File: src/rtl/dosel_pkg.sv
package dosel_pkg;

    localparam int NUM_IO = 2;

    typedef enum logic [2:0] {
        SRC_OFF0   = 3'd0,
        SRC_UNLOCK = 3'd1,
        SRC_CDONE  = 3'd2,
        SRC_OFF3   = 3'd3,
        SRC_IO_A   = 3'd4,
        SRC_IO_B   = 3'd5,
        SRC_OFF6   = 3'd6,
        SRC_OFF7   = 3'd7
    } src_sel_e;

    typedef struct packed {
        src_sel_e code;
        logic     ce_prev;
        logic     sclk_prev;
        logic     pull;
    } top_state_t;

    typedef struct packed {
        logic en_prev;
        logic done;
    } cdone_state_t;

endpackage

File: src/rtl/dosel_sync.sv
module dosel_sync #(
    parameter int WIDTH  = 1,
    parameter int STAGES = 2
) (
    input  logic             clk,
    input  logic             rst_n,
    input  logic [WIDTH-1:0] async_i,
    output logic [WIDTH-1:0] sync_o
);
    logic [WIDTH-1:0] stage_q [STAGES];
    logic [WIDTH-1:0] stage_d [STAGES];

    always_comb begin
        stage_d[0] = async_i;
        for (int i = 1; i < STAGES; i++) begin
            stage_d[i] = stage_q[i-1];
        end
    end

    generate
        for (genvar g = 0; g < STAGES; g++) begin : g_stage
            always_ff @(posedge clk or negedge rst_n) begin
                if (!rst_n) stage_q[g] <= '0;
                else        stage_q[g] <= stage_d[g];
            end
        end
    endgenerate

    assign sync_o = stage_q[STAGES-1];
endmodule

File: src/rtl/dosel_cdone.sv
module dosel_cdone
    import dosel_pkg::*;
(
    input  logic clk,
    input  logic rst_n,
    input  logic cnt_en_i,
    input  logic cnt_end_i,
    input  logic ce_rise_i,
    output logic done_o
);
    cdone_state_t st_d, st_q;
    logic         start;

    always_comb begin
        st_d         = st_q;
        start        = cnt_en_i & ~st_q.en_prev;
        st_d.en_prev = cnt_en_i;
        if (start || ce_rise_i) st_d.done = 1'b0;
        else if (cnt_end_i)     st_d.done = 1'b1;
    end

    always_ff @(posedge clk or negedge rst_n) begin
        if (!rst_n) st_q <= '0;
        else        st_q <= st_d;
    end

    assign done_o = st_q.done;
endmodule

File: src/rtl/dosel_rdbit.sv
module dosel_rdbit (
    input  logic clk,
    input  logic rst_n,
    input  logic load_i,
    input  logic ser_bit_i,
    output logic bit_o
);
    logic bit_d, bit_q;

    always_comb begin
        bit_d = bit_q;
        if (load_i) bit_d = ser_bit_i;
    end

    always_ff @(posedge clk or negedge rst_n) begin
        if (!rst_n) bit_q <= 1'b1;
        else        bit_q <= bit_d;
    end

    assign bit_o = bit_q;
endmodule

File: src/rtl/dosel_mux.sv
module dosel_mux
    import dosel_pkg::*;
(
    input  src_sel_e          sel_i,
    input  logic              ce_i,
    input  logic              rd_mode_i,
    input  logic              rd_bit_i,
    input  logic              unlock_i,
    input  logic              done_i,
    input  logic [NUM_IO-1:0] io_dir_i,
    input  logic [NUM_IO-1:0] io_lvl_i,
    output logic              pull_o
);
    logic [NUM_IO-1:0] io_pull;

    generate
        for (genvar k = 0; k < NUM_IO; k++) begin : g_io
            assign io_pull[k] = ~io_dir_i[k] & ~io_lvl_i[k];
        end
    endgenerate

    always_comb begin
        pull_o = 1'b0;
        if (ce_i) begin
            pull_o = rd_mode_i ? ~rd_bit_i : 1'b0;
        end else begin
            unique case (sel_i)
                SRC_UNLOCK: pull_o = unlock_i;
                SRC_CDONE:  pull_o = done_i;
                SRC_IO_A:   pull_o = io_pull[0];
                SRC_IO_B:   pull_o = io_pull[1];
                default:    pull_o = 1'b0;
            endcase
        end
    end
endmodule

File: src/rtl/dosel_status_pin.sv
module dosel_status_pin
    import dosel_pkg::*;
#(
    parameter int SYNC_STAGES = 2
) (
    input  logic       clk,
    input  logic       rst_n,
    input  logic       cfg_wr,
    input  logic [2:0] cfg_code,
    input  logic [1:0] io_dir,
    input  logic [1:0] io_pin,
    input  logic       pll_unlock,
    input  logic       cnt_en,
    input  logic       cnt_end,
    input  logic       ce_pin,
    input  logic       sclk_pin,
    input  logic       rd_mode,
    input  logic       ser_bit,
    output logic       pin_pull_lo
);
    localparam int SYNC_W = 2 + NUM_IO;

    top_state_t        state_d, state_q;
    logic [SYNC_W-1:0] sync_out;
    logic              ce_s;
    logic              sclk_s;
    logic [NUM_IO-1:0] io_s;
    logic              ce_rise;
    logic              sclk_fall;
    logic              done_flag;
    logic              rd_bit;
    logic              pull_next;

    dosel_sync #(.WIDTH(SYNC_W), .STAGES(SYNC_STAGES)) u_sync (
        .clk     (clk),
        .rst_n   (rst_n),
        .async_i ({io_pin, sclk_pin, ce_pin}),
        .sync_o  (sync_out)
    );

    assign ce_s      = sync_out[0];
    assign sclk_s    = sync_out[1];
    assign io_s      = sync_out[SYNC_W-1:2];
    assign ce_rise   = ce_s & ~state_q.ce_prev;
    assign sclk_fall = ~sclk_s & state_q.sclk_prev;

    dosel_cdone u_cdone (
        .clk       (clk),
        .rst_n     (rst_n),
        .cnt_en_i  (cnt_en),
        .cnt_end_i (cnt_end),
        .ce_rise_i (ce_rise),
        .done_o    (done_flag)
    );

    dosel_rdbit u_rdbit (
        .clk       (clk),
        .rst_n     (rst_n),
        .load_i    (ce_rise | (ce_s & sclk_fall)),
        .ser_bit_i (ser_bit),
        .bit_o     (rd_bit)
    );

    dosel_mux u_mux (
        .sel_i     (state_q.code),
        .ce_i      (ce_s),
        .rd_mode_i (rd_mode),
        .rd_bit_i  (rd_bit),
        .unlock_i  (pll_unlock),
        .done_i    (done_flag),
        .io_dir_i  (io_dir),
        .io_lvl_i  (io_s),
        .pull_o    (pull_next)
    );

    always_comb begin
        state_d           = state_q;
        state_d.ce_prev   = ce_s;
        state_d.sclk_prev = sclk_s;
        state_d.pull      = pull_next;
        if (cfg_wr) state_d.code = src_sel_e'(cfg_code);
    end

    always_ff @(posedge clk or negedge rst_n) begin
        if (!rst_n) state_q <= '{code: SRC_OFF0, ce_prev: 1'b0, sclk_prev: 1'b0, pull: 1'b0};
        else        state_q <= state_d;
    end

    assign pin_pull_lo = state_q.pull;
endmodule

File: config.mk
export PLATFORM = sky130hd
export DESIGN_NAME = dosel_status_pin
export DESIGN_NICKNAME = d
export VERILOG_FILES = /design/src/rtl/dosel_pkg.sv /design/src/rtl/dosel_sync.sv /design/src/rtl/dosel_cdone.sv /design/src/rtl/dosel_rdbit.sv /design/src/rtl/dosel_mux.sv /design/src/rtl/dosel_status_pin.sv
export SDC_FILE = /design/constraint.sdc
export NUM_CORES = 1
export LEC_CHECK = 0
export ABC_AREA = 1
export BUFFER_PORTS_ARGS = -buffer_cell sky130_fd_sc_hd__buf_4
export CAP_MARGIN = 20
export CORE_AREA = 5 5 42 44
export DETAILED_ROUTE_END_ITERATION = 6
export DIE_AREA = 0 0 47 49
export GPL_TIMING_DRIVEN = 0
export HOLD_SLACK_MARGIN = 0.1
export PLACE_DENSITY = 0.69
export SLEW_MARGIN = 20
export SYNTH_ARGS = -nofsm -noshare
export SYNTH_HDL_FRONTEND = slang
export SYNTH_SLANG_ARGS = --single-unit
File: constraint.sdc
create_clock -name clk -period 0.86 [get_ports clk]
set_input_delay 0.043 -clock clk [delete_from_list [all_inputs] [get_ports clk]]
set_output_delay 0.043 -clock clk [all_outputs]
set_load 0.05 [all_outputs]
# Yosys cells after proc, flatten, opt, wreduce, memory -nomap -nowiden
# Cells that the tools add are included.
op_classes:
  bitwise: 15
  muxes: 5
  n_reduce_logical: 2
  eq_ne: 4
op_table:
  columns: ["cell", "count"]
  rows:
  - ["$not 1->1", 8]
  - ["$and 1x1->1", 6]
  - ["$eq 3x3->1 const B", 2]
  - ["$mux 1", 4]
  - ["$pmux 1 s4", 1]
  - ["$eq 3x1->1 const B", 1]
  - ["$eq 3x2->1 const B", 1]
  - ["$reduce_bool 2->1", 1]
  - ["$logic_or 1x1->1", 1]
  - ["$or 1x1->1", 1]
word_totals:
  ff_bits: 17
  wordCells: 35
  output_inout_bits: 1
  in_bits: 17

# Logic depth before layout (Yosys ltp)
depth:
  word_depth: 4
  mapped_depth: 7
  ltp_nobuf: 7

# Hierarchy
# A second synthesis with hierarchy kept.
hier_totals:
  hier_cells: 57
  area_unflattened_um2: 595.6
modules_own_cells:
  columns: ["mod", "instances", "area_per_inst_um2", "cells_per_inst", "seq_area_each_um2"]
  rows:
  - ["dosel_status_pin", 1, 211.5, 21, 150.1]
  - ["dosel_sync", 1, 200.2, 8, 200.2]
  - ["dosel_cdone", 1, 75.1, 8, 50.0]
  - ["dosel_mux", 1, 67.6, 15, 0.0]
  - ["dosel_rdbit", 1, 41.3, 5, 26.3]

# Worst setup path after synthesis
# OpenSTA, ideal clock, no wires.
synth_timing:
  path_type: "register to register"
  startpoint: "register state_q[3] (netlist bit)"
  endpoint: "register state_q, in the netlist pin_pull_lo"
  path_buffers: 0
  setup_slack_ps: 66
  arrival_ps: 678
  t_required_ps: 743
  stages_incl_launch_ff: 7
  cell_sequence: "dfrtp_1 > inv_2 > o21ai_0 > nand3_1 > nand2_1 > nand2_1 > nand2_1"
synth_between:
  elab_chain_cells: 3
  elab_cells_between_ends: 6
  cone_classes: "eq/ne (4); mux (2)"
synth_lines:
  columns: ["item", "line_no", "source"]
  rows:
  - ["from (decl)", "dosel_status_pin.sv:23", "top_state_t state_d, state_q;"]
  - ["from (signal assigned)", "dosel_status_pin.sv:85", "if (!rst_n) state_q <= '{code: SRC_OFF0, ce_prev: 1'b0, sclk_prev: 1'b0, pull: 1'b0};"]
  - ["from (signal assigned)", "dosel_status_pin.sv:86", "else state_q <= state_d;"]
  - ["$eq 3x3->1 (tied with other cells)", "dosel_mux.sv:27", "unique case (sel_i)"]
  - ["$pmux 1 s4 (*)", "dosel_mux.sv:27", null]
  - ["$mux 1 (*)", "dosel_mux.sv:24", "if (ce_i) begin"]
  - ["net pull_next", "dosel_status_pin.sv:32", "logic pull_next;"]
# The timed path passes the listed nets; every way through them passes the cells marked *.
# A chain may end at the register's enable or synchronous reset.

# Worst setup path after layout
# Same ends and word-level chain as after synthesis.

==> impl_metrics.tcl <==
set metrics [dict create \
    total_wire_length_microns 989 \
    cts_htree_levels 1 \
    gp_congestion 0.647 \
    synthSimpleGateAreaFrac 0.133 \
    worst-endpoint-required_ns 1.04 \
    final_nets 101 \
    io_pins 18 \
    cp.arrival_ns 1.04 \
    clockPowerShare 0.265 \
    slowest_delay_ns 0.41 \
    syn-cell-area_sq_um 564 \
    cts.clk_slew.worst_paths_ns 0.09 \
    timing.critical_path.cells "inv_2 -> o21ai_1 -> nand3_1 -> nand2_1 -> nand2_1 -> nand2_1" \
    max_slew.worst_pin.slew_ns 0.206 \
    met2_track_usage_gr 0.170 \
    synth_mux_area_frac 0 \
    post-route-worst-setup-slack_ns 0.000535 \
    synth_top_area_share 0.710 \
    globalRouteOverflowTotal 0 \
    die-area_sq_um 2300 \
    grt_first_pass_wirelength_mm 1.69 \
    critPathTopFamily "flip-flops" \
    globalRouteMet3Util 0.0221 \
    track_usage 0.100 \
    combPwrFrac 0.148 \
    area_of_the_core_region_sq_um 1400 \
    total_power_mw 1.51 \
    cts.root.buffer_cell "sky130_fd_sc_hd__clkbuf_4" \
    critical-path-top-cell-by-count "sky130_fd_sc_hd__nand2_1" \
    power.switching_fraction 0.227 \
    critical_path.slowest_cell "sky130_fd_sc_hd__dfrtp_1" \
    synth_compound_area_frac 0.0710 \
    final.min_clock_period_ns 0.859 \
    timing.critical_path.to_type "flop" \
    vias 442 \
    timing.final.hold_violations 0 \
    drt_first_iter_violations 1 \
    post_route_cells_drive_above_1_share 0.265 \
    grt_antenna_before_repair 0 \
    clock_path_buffers 2 \
    p_seq_frac 0.587 \
    cts_sinks 17 \
    gr-max-usage-layer "met2" \
    cts_buffers 3 \
    worst_hold_check_path_type "in -> reg" \
    first_global_vias 429 \
    fmaxAchievable_mhz 1160 \
    postSynthCellCount 49 \
    antenna-diode-count 0 \
    final.setup_skew_ns 0.00775 \
    preCtsSetupSlack_ns 0.00183 \
    die_height_microns 49 \
    worst-path-max-fanout 3 \
    timing.final.max_slew_violations 0 \
    startpoint_class_of_the_critical_path "flop" \
    tns_ns 0 \
    avgSynthCellArea_sq_um 11.5 \
    synth-seq-cells 17 \
    power.internal_mw 1.16 \
    place.port_buffers 17 \
    area_delta_synth_final_pct 54.5 \
    status "finished clean" \
    synth_top_family_by_area "simple AND/OR/NAND/NOR gates" \
    synth.lib_cells_used.distinct 10 \
    synth-adder-area-share 0 \
    route.antenna.remaining_nets 0 \
    number_of_buffers_added_for_setup_after_cts 0 \
    initial_util 0.403 \
    clock_insertion_delay_worst_skew_ns 0.28 \
    crit_buf_inv 1 \
    maxcap_violations 0 \
    num_rows 14 \
    grt_start_max_net_pins 18 \
    drtPass1Iterations 3 \
    rsz0062_at_grt "true" \
    synth_largest_area_cell "sky130_fd_sc_hd__dfrtp_1" \
    remaining_drc_errors 0 \
    synth-xor-area-share 0 \
    synth.net_count 66 \
    ir_drop_uv 1140 \
    viasPerCell 4.46 \
    avg_wl_per_cell_microns 9.99 \
    final-setup-viol-count 0 \
    die_w_microns 47 \
    part_of_the_cycle_the_worst_path_needs 0.999 \
    grtUsageMet1 0.123 \
    number_of_warnings_issued_by_yosys 0 \
    tritoncts_clock_tree "built" \
    leakagePower_nw 0.434 \
    synth.area.top_cells "sky130_fd_sc_hd__dfrtp_1 (71%), sky130_fd_sc_hd__nand2_1 (8.6%), sky130_fd_sc_hd__o21ai_0 (6.2%), sky130_fd_sc_hd__dfstp_2 (4.7%), sky130_fd_sc_hd__inv_1 (3.3%)" \
    whs_ns 0.126 \
    critical_path_type "reg -> reg" \
    powerDensity_nw_per_um2 1730 \
    synth_sequential_area_ratio 0.756 \
    dp_hpwl_microns 707 \
    switching_pwr_mw 0.342 \
    worst_slew_margin_rel 0.863 \
]
[sequential cells by signal (all words and copies together), names as in the netlist]
name	cells
u_rdbit.bit_o	1
u_sync.sync_o	4
u_cdone.st_q	1
pin_pull_lo	1
state_q	5
u_sync.stage_d	4
u_cdone.done_o	1
[final timing paths]
check                                          to  depth (start not counted)               from  slack [ns]
worst max-delay path                  pin_pull_lo                          6         state_q[3]      0.0005
worst min-delay path                  pin_pull_lo                          6          io_dir[0]        0.13
worst max register to register        pin_pull_lo                          6         state_q[3]      0.0005
worst min register to register   u_sync.sync_o[1]                          0  u_sync.stage_d[1]        0.35
max in group asynchronous           u_rdbit.bit_o                          2              rst_n        0.46
min in group asynchronous       u_sync.stage_d[2]                          2              rst_n        0.15
[stage by stage]
step | util | cell area [sq um] | std cells
floorplan | - | 564 | 49
global placement | 0.508 | 712 | 82
detailed placement | 0.508 | 712 | 82
CTS | 0.622 | 872 | 99
global route | 0.622 | 872 | 99
finish | 0.622 | 872 | 99
[cell type report]
cell class | instances | area [sq um]
well taps | 16 | 20.0
fillers | 118 | 529
multi-input cells | 26 | 115
clock buffers | 4 | 26.3
repair buffers | 30 | 262
flip-flops and latches | 17 | 427
inverters | 6 | 22.5
[cells in the mapped netlist]
| library cell | instances |
|---|---|
| sky130_fd_sc_hd__inv_2 | 1 |
| sky130_fd_sc_hd__nor2_1 | 1 |
| sky130_fd_sc_hd__dfstp_2 | 1 |
| sky130_fd_sc_hd__nand2_1 | 13 |
| sky130_fd_sc_hd__nand3b_1 | 1 |
| sky130_fd_sc_hd__a21oi_1 | 1 |
| sky130_fd_sc_hd__inv_1 | 5 |
| sky130_fd_sc_hd__o21ai_0 | 7 |
| sky130_fd_sc_hd__dfrtp_1 | 16 |
| sky130_fd_sc_hd__nand3_1 | 3 |
[per-layer routing]
| layer | wire length, microns | up-vias | share of wire |
|---|---|---|---|
| met2 | 549 | 9 | 0.56 |
| met3 | 57 | 0 | 0.058 |
| met4 | 0 | 0 | 0 |
| li1 | - | 222 | - |
| met5 | 0 | - | 0 |
| met1 | 382 | 211 | 0.39 |
[what timing repair did]
item                                   4_1_cts  5_1_grt
cloned                                       0        0
endpoints found under the hold margin       28        0
setup endpoints to repair                    2        4
hold buffers                                13        0
pin swaps                                    1        0
resized for setup                            2        1
[power by group through the flow]
stage          Combinational, mW  Clock [mW]  Sequential, mW
6_report                   0.223       0.400           0.883
5_1_grt                    0.248       0.459           0.891
2_1_floorplan             0.0568           0           0.915
4_1_cts                    0.225       0.418           0.884
3_3_place_gp               0.170           0           0.896
3_5_place_dp               0.173           0           0.899
[kinds of logic (layout without fill, tap and decap cells)]
kind of cell           Yosys count  after routing
flip-flops                      17             17
AND/OR/NAND/NOR                 18             18
buffers and inverters            6             40
AO/OA/AOI/OAI                    8              8
[worst register-to-register path, delay by kind of cell, from the launching register on]
kind / cells / cell delay [ns]
compound gates: 1 / 0.06
flops: 1 / 0.41
simple gates: 4 / 0.22
buf+inv: 1 / 0.07
[cells in the final DEF (no fill, tap or decap), types with 2 or more instances in the layout]
cell	instances
sky130_fd_sc_hd__nand2_1	13
sky130_fd_sc_hd__o21ai_1	2
sky130_fd_sc_hd__inv_1	5
sky130_fd_sc_hd__o21ai_0	5
sky130_fd_sc_hd__buf_4	16
sky130_fd_sc_hd__dlygate4sd3_1	13
sky130_fd_sc_hd__nand3_1	3
sky130_fd_sc_hd__dfrtp_1	16
sky130_fd_sc_hd__clkbuf_4	3
(Power assumes the default switching activity.)
